`config.mk`:
```
export PLATFORM = sky130hd
export DESIGN_NAME = ide_trapdoor_cfg
export DESIGN_NICKNAME = d
export VERILOG_FILES = /design/src/rtl/trap_cfg_pkg.sv /design/src/rtl/trap_seq_detect.sv /design/src/rtl/trap_cfg_bank.sv /design/src/rtl/trap_read_path.sv /design/src/rtl/ide_trapdoor_cfg.sv
export SDC_FILE = /design/constraint.sdc
export NUM_CORES = 1
export LEC_CHECK = 0
export ABC_CLOCK_PERIOD_IN_PS = 2100
export BUFFER_PORTS_ARGS = -buffer_cell sky130_fd_sc_hd__buf_4
export CAP_MARGIN = 20
export CORE_MARGIN = 3
export CORE_UTILIZATION = 45
export DETAILED_ROUTE_END_ITERATION = 10
export PLACE_DENSITY = 0.8
export SLEW_MARGIN = 40
export SYNTH_ARGS = -nofsm -noshare
export SYNTH_HDL_FRONTEND = slang
export SYNTH_SLANG_ARGS = --single-unit
```
`constraint.sdc`:
```
create_clock -name clk_i -period 2.1 [get_ports clk_i]
set_input_delay 0.42 -clock clk_i [delete_from_list [all_inputs] [get_ports clk_i]]
set_output_delay 0.42 -clock clk_i [all_outputs]
set_load 0.005 [all_outputs]
```
`src/rtl/trap_cfg_pkg.sv`:
```
package trap_cfg_pkg;

    localparam int ADDR_W = 3;
    localparam int DATA_W = 16;
    localparam int REG_W  = 8;
    localparam int SLOTS  = 1 << ADDR_W;

    // Offsets that carry a real register inside the hidden bank
    localparam logic [SLOTS-1:0] SLOT_MASK = 8'b0110_1011;

    localparam logic [ADDR_W-1:0] OFF_RD_TIM = 3'd0;
    localparam logic [ADDR_W-1:0] OFF_WR_TIM = 3'd1;
    localparam logic [ADDR_W-1:0] OFF_PROBE  = 3'd1;
    localparam logic [ADDR_W-1:0] OFF_KEY    = 3'd2;
    localparam logic [ADDR_W-1:0] OFF_CTRL   = 3'd3;
    localparam logic [ADDR_W-1:0] OFF_STRAP  = 3'd5;
    localparam logic [ADDR_W-1:0] OFF_MISC   = 3'd6;

    localparam logic [REG_W-1:0] KEY_OPEN      = 8'h03;
    localparam logic [REG_W-1:0] KEY_CLOSE     = 8'h83;
    localparam logic [REG_W-1:0] CTRL_OVERRIDE = 8'h85;
    localparam logic [REG_W-1:0] STRAP_ARM     = 8'hFF;

    typedef enum logic [1:0] {
        SEQ_IDLE,
        SEQ_ONE,
        SEQ_TWO,
        SEQ_OPEN
    } seq_state_e;

    typedef struct packed {
        logic              rd;
        logic              wr;
        logic              word;
        logic [ADDR_W-1:0] addr;
        logic [DATA_W-1:0] wdata;
    } host_acc_t;

    function automatic logic acc_active(host_acc_t a);
        return a.rd | a.wr;
    endfunction

    function automatic logic is_probe_read(host_acc_t a);
        return a.rd && !a.wr && a.word && (a.addr == OFF_PROBE);
    endfunction

    function automatic logic is_byte_write(host_acc_t a);
        return a.wr && !a.rd && !a.word;
    endfunction

    function automatic logic is_key_write(host_acc_t a, logic [REG_W-1:0] key);
        return is_byte_write(a) && (a.addr == OFF_KEY) &&
               (a.wdata[REG_W-1:0] == key);
    endfunction

endpackage

```
`src/rtl/trap_seq_detect.sv`:
```
module trap_seq_detect
    import trap_cfg_pkg::*;
(
    input  logic      clk_i,
    input  logic      rst_i,
    input  host_acc_t acc_i,
    output logic      unlocked_o
);

    seq_state_e st_q, st_d;

    always_comb begin
        st_d = st_q;
        if (acc_active(acc_i)) begin
            unique case (st_q)
                SEQ_IDLE: st_d = is_probe_read(acc_i) ? SEQ_ONE : SEQ_IDLE;
                SEQ_ONE:  st_d = is_probe_read(acc_i) ? SEQ_TWO : SEQ_IDLE;
                SEQ_TWO: begin
                    if (is_key_write(acc_i, KEY_OPEN))
                        st_d = SEQ_OPEN;
                    else if (is_probe_read(acc_i))
                        st_d = SEQ_TWO;   // last two accesses still form a pair
                    else
                        st_d = SEQ_IDLE;
                end
                SEQ_OPEN: st_d = is_key_write(acc_i, KEY_CLOSE) ? SEQ_IDLE : SEQ_OPEN;
                default:  st_d = SEQ_IDLE;
            endcase
        end
    end

    always_ff @(posedge clk_i) begin
        if (rst_i) st_q <= SEQ_IDLE;
        else       st_q <= st_d;
    end

    assign unlocked_o = (st_q == SEQ_OPEN);

endmodule

```
`src/rtl/trap_cfg_bank.sv`:
```
module trap_cfg_bank
    import trap_cfg_pkg::*;
#(
    parameter logic [REG_W-1:0] RESET_TIMING = 8'h6B
) (
    input  logic             clk_i,
    input  logic             rst_i,
    input  host_acc_t        acc_i,
    input  logic             unlocked_i,
    output logic [REG_W-1:0] slot_o [SLOTS]
);

    logic bank_wr;
    assign bank_wr = unlocked_i && is_byte_write(acc_i);

    for (genvar g = 0; g < SLOTS; g++) begin : g_slot
        localparam logic [ADDR_W-1:0] SLOT_ADDR = ADDR_W'(g);
        if (SLOT_MASK[g]) begin : g_impl
            localparam logic [REG_W-1:0] RST_V =
                ((SLOT_ADDR == OFF_RD_TIM) || (SLOT_ADDR == OFF_WR_TIM)) ? RESET_TIMING : '0;
            logic [REG_W-1:0] q;
            always_ff @(posedge clk_i) begin
                if (rst_i)
                    q <= RST_V;
                else if (bank_wr && (acc_i.addr == SLOT_ADDR))
                    q <= acc_i.wdata[REG_W-1:0];
            end
            assign slot_o[g] = q;
        end else begin : g_hole
            assign slot_o[g] = '0;
        end
    end

endmodule

```
`src/rtl/trap_read_path.sv`:
```
module trap_read_path
    import trap_cfg_pkg::*;
(
    input  logic              unlocked_i,
    input  logic [ADDR_W-1:0] addr_i,
    input  logic [REG_W-1:0]  slot_i [SLOTS],
    input  logic              strap_clk_i,
    input  logic [DATA_W-1:0] tf_rdata_i,
    output logic [DATA_W-1:0] rdata_o
);

    logic strap_armed;
    assign strap_armed = (slot_i[OFF_STRAP] == STRAP_ARM);

    always_comb begin
        if (!unlocked_i)
            rdata_o = tf_rdata_i;
        else if ((addr_i == OFF_STRAP) && strap_armed)
            rdata_o = {{(DATA_W-1){1'b0}}, strap_clk_i};
        else
            rdata_o = {{(DATA_W-REG_W){1'b0}}, slot_i[addr_i]};
    end

endmodule

```
`src/rtl/ide_trapdoor_cfg.sv`:
```
module ide_trapdoor_cfg
    import trap_cfg_pkg::*;
#(
    parameter logic [REG_W-1:0] RESET_TIMING = 8'h6B,
    parameter logic [REG_W-1:0] STRAP_TIMING = 8'h6B
) (
    input  logic              clk_i,
    input  logic              rst_i,
    input  logic              io_rd_i,
    input  logic              io_wr_i,
    input  logic              io_word_i,
    input  logic [ADDR_W-1:0] io_addr_i,
    input  logic [DATA_W-1:0] io_wdata_i,
    output logic [DATA_W-1:0] io_rdata_o,
    input  logic [DATA_W-1:0] tf_rdata_i,
    output logic              tf_rd_o,
    output logic              tf_wr_o,
    input  logic              strap_clk_i,
    output logic              unlocked_o,
    output logic [REG_W-1:0]  cfg_rd_tim_o,
    output logic [REG_W-1:0]  cfg_wr_tim_o,
    output logic [REG_W-1:0]  cfg_ctrl_o,
    output logic [REG_W-1:0]  cfg_strap_o,
    output logic [REG_W-1:0]  cfg_misc_o,
    output logic              override_o,
    output logic [REG_W-1:0]  act_rd_tim_o,
    output logic [REG_W-1:0]  act_wr_tim_o
);

    host_acc_t        acc;
    logic             open_q;
    logic [REG_W-1:0] slots [SLOTS];

    assign acc = '{rd: io_rd_i, wr: io_wr_i, word: io_word_i,
                   addr: io_addr_i, wdata: io_wdata_i};

    trap_seq_detect u_detect (
        .clk_i      (clk_i),
        .rst_i      (rst_i),
        .acc_i      (acc),
        .unlocked_o (open_q)
    );

    trap_cfg_bank #(
        .RESET_TIMING (RESET_TIMING)
    ) u_bank (
        .clk_i      (clk_i),
        .rst_i      (rst_i),
        .acc_i      (acc),
        .unlocked_i (open_q),
        .slot_o     (slots)
    );

    trap_read_path u_rd (
        .unlocked_i  (open_q),
        .addr_i      (io_addr_i),
        .slot_i      (slots),
        .strap_clk_i (strap_clk_i),
        .tf_rdata_i  (tf_rdata_i),
        .rdata_o     (io_rdata_o)
    );

    // Host strobes reach the drive registers only while the bank is shut
    assign tf_rd_o = io_rd_i && !open_q;
    assign tf_wr_o = io_wr_i && !open_q;

    assign unlocked_o   = open_q;
    assign cfg_rd_tim_o = slots[OFF_RD_TIM];
    assign cfg_wr_tim_o = slots[OFF_WR_TIM];
    assign cfg_ctrl_o   = slots[OFF_CTRL];
    assign cfg_strap_o  = slots[OFF_STRAP];
    assign cfg_misc_o   = slots[OFF_MISC];

    assign override_o   = (slots[OFF_CTRL] == CTRL_OVERRIDE);
    assign act_rd_tim_o = override_o ? slots[OFF_RD_TIM] : STRAP_TIMING;
    assign act_wr_tim_o = override_o ? slots[OFF_WR_TIM] : STRAP_TIMING;

endmodule

```
==> summary.md <==
| Metric | Value |
|---|---|
| RSZ-0062 raised after global routing | true |
| Mean Syn Cell Area | 9.014 µm² |
| Largest net degree at the start of global routing | 43 |
| Peak VDD IR | 0.3549 mV |
| Crit path DAT | 1710 ps |
| Tot Pwr | 1.643 mW |
| R2R cell count | 6 |
| Starting DRT DRC Count | 160 |
| PortBufs | 108 |
| Worst rel slew slack | 70.41% |
| Worst Skew | 6.165 ps |
| Hold_buf cts | 0 |
| Post-synth EDFFs | 0 |
| Area grow syn2layout | 52.97% |
| Largest stage delay on the critical path | 570 ps |
| Sink Count | 42 |
| Via-to-Cell Ratio | 5.708 |
| Maximum root-to-sink buffer count | 2 |
| Worst-path fanout max | 6 |
| Die width | 76.77 µm |
| Initial DRT Pass Iterations | 4 |
| Hold crit path type | input port to flop |
| Flop2flop setup slack | 420 ps |
| Critical Path Slowest Stage Cell | or4_4 |
| Layout cells sized above 1 | 44.84% |
| Fmax | 470.5 MHz |
| Final net count | 408 |
| CP Capture Point | act_rd_tim_o[3] |
| Initial antenna violation count | 0 |
| Vias in the first global route | 2439 |
| Num ports | 117 |
| Nature of the critical path endpoint | output pin |
| Post-layout min period | 2125 ps |
| Post-synth ARST share | 0% |
| CTS Buf Count | 5 |
| Status | finished with violations |
| Critical Path RT | 1680 ps |
| GPL Wtd Cong | 0.8223 |
| Leak | 1.658 nW |
| Filler cells | 386 |
| Final worst path period share | 101.2% |
| Remaining DRCs | 0 |
| Worst reg2reg endpoint | u_bank.g_slot[6].g_impl.q[6]$_SDFFE_PP0P_ |
| Syn_nets | 291 |
| First-pass GRT wire length | 12210 µm |
| Register bit total from synthesis | 42 |
| R2r startpoint | u_detect.st_q[1]$_SDFFE_PP0P_ |
| Final Non-Filler Cells | 435 |
| Tightest Pin Transition | 442.9 ps |
| Total Die Area | 0.005893 mm² |
| Vias | 2483 |
| Syn Inst Count | 250 |
| Crit Path Category | flop to output pin |
| CTS root buffer | clkbuf_8 |
| Slew Limit Fails | 0 |
| CP Cell Sequence | or4_4, or3_1, buf_6 |
| Startpoint Class | flop |
| PnR worst setup slack | -25.38 ps |
| DP HPWL | 5257 µm |
| Starting Density | 47.08% |
| Global route overflow | 0 |
| Endpoints failing hold | 0 |
| Critical Path Start | u_bank.g_slot[3].g_impl.q[4]$_SDFFE_PP0P_ |
| Core Footprint | 0.004786 mm² |
| Row Count | 25 |
| Post-route ant nets | 0 |
| ANT cells | 0 |
| YS warnings | 0 |
| Placed cell count | 422 |
| Failing checks | setup timing |
| Later-pin clock latency in the skew report | 300 ps |
| Mapped Area | 0.002253 mm² |
| Routed WL | 7565 µm |
| H-Tree Depth | 2 |
| TritonCTS clock tree | yes |
| Die span in y | 76.77 µm |
| Yosys cell types | 41 |
| Clk pin slew, worst setup/hold paths | 80 ps |
| Setup Slack @ Placement | -3.339 ps |
| WL/cell | 17.39 µm |
| Setup Viol. Count Final | 11 |
| Max-cap viol count | 0 |
| Tot GR Track Use | 25.57% |
| Cell Pwr Density | 476.6 mW/mm² |
| Sequential fraction of the synthesis area | 37.31% |
| Primary FF master, synth | dfxtp_1 |
## layout by cell type, fill, tap and decap left out, types with 9 or more instances in the layout
cell / instances
mux2i_1: 30
dfxtp_1: 36
a211o_1: 11
buf_6: 10
inv_1: 9
buf_4: 116
nor2_1: 42
and2_1: 10
or3_1: 9
a221oi_1: 11
## metrics by stage
stage	utilization [%]	hold slack, ps	instance area (µm²)	setup TNS, ps
6_report	72.03	415.1	3447	-169.7
3_3_place_gp	66.41	503.3	3178	-4.407
2_1_floorplan	-	492.1	2253	0
5_1_grt	72.03	420.5	3447	-906.1
3_5_place_dp	66.41	506.4	3178	-3.339
4_1_cts	70.72	406.8	3385	-181.6
## cells in the mapped netlist, drive strengths merged, types with 8 or more instances
library cell  count  area share, %
dfxtp            42             37
nand2             9            1.5
nor2             44            7.7
mux2i            30             13
clkbuf            9            1.5
a211o            11            4.3
and2             15            4.2
inv              10            1.7
mux2              9            4.5
buf               8            1.8
or3              10            2.8
a221oi           15            5.8
## critical path, delay by kind of cell, from the launching register on
| family | cells | cell delay [ps] |
|---|---|---|
| buffers and inverters | 1 | 130 |
| DFF | 1 | 370 |
| and+or+nand+nor | 2 | 920 |
## what timing repair did
| action | 4_1_cts | 5_1_grt |
|---|---|---|
| setup buffers | 2 | 2 |
| resized for setup | 22 | 14 |
| endpoints found under the setup margin | 22 | 23 |
| cloned | 1 | 0 |
| pin swaps | 15 | 2 |
## state kept, by name, summed over array words and instances, names as in the netlist
| name | cells |
|---|---|
| u_bank.g_slot.g_impl.q | 40 |
| u_detect.st_q | 2 |
## cells by family after synthesis
family                 count (synthesis)  synth area share (%)
and+or+nand+nor                      102                 24.93
buffers and inverters                 27                 4.997
DFF                                   42                 37.31
AOI/OAI and AO/OA                     40                 14.94
muxes                                 39                 17.82
## final cells by class
| type | count | area, µm² | share of cell area, % |
|---|---|---|---|
| clock buffers | 7 | 76.32 | 2.214 |
| clock inverters | 1 | 30.03 | 0.8711 |
| inverters | 10 | 37.54 | 1.089 |
| multi-input cells | 182 | 1385 | 40.18 |
| flip-flops and latches | 42 | 850.8 | 24.68 |
| well taps | 67 | 83.83 | 2.432 |
| repair buffers | 126 | 983.4 | 28.53 |
## per-layer routing
layer	part of all wire, %	track usage [%]	vias to the layer above	routed length, µm
met2	47	39.90	143	3591
met3	10	7.512	16	776
met4	2.2	11.41	0	163
met1	40	32.49	1174	3034
li1	-	-	1150	-
met5	0	0	-	0
## how the worst min path moves through the flow
| stage | startpoint | end | slack [ps] | depth (start not counted) |
|---|---|---|---|---|
| after floorplan | u_bank.g_slot[1].g_impl.q[0]$_SDFFE_PP1P_ | u_bank.g_slot[1].g_impl.q[0]$_SDFFE_PP1P_ | 490 | 1 |
| after global placement | u_bank.g_slot[1].g_impl.q[3]$_SDFFE_PP1P_ | u_bank.g_slot[1].g_impl.q[3]$_SDFFE_PP1P_ | 500 | 1 |
| after detailed placement | u_bank.g_slot[1].g_impl.q[3]$_SDFFE_PP1P_ | u_bank.g_slot[1].g_impl.q[3]$_SDFFE_PP1P_ | 510 | 1 |
| after CTS | io_wdata_i[1] | u_bank.g_slot[3].g_impl.q[1]$_SDFFE_PP0P_ | 410 | 3 |
| after global routing | io_wdata_i[7] | u_bank.g_slot[0].g_impl.q[7]$_SDFFE_PP0P_ | 420 | 3 |
| final | io_wdata_i[1] | u_bank.g_slot[6].g_impl.q[1]$_SDFFE_PP0P_ | 420 | 3 |
## where the power goes
part	switching, mW	internal (mW)	total, mW	leakage [nW]
registers	0.000191	0.794	0.794	0.342
logic	0.102	0.106	0.208	1.26
clock network	0.284	0.356	0.641	0.0524
(Power assumes the default switching activity.)
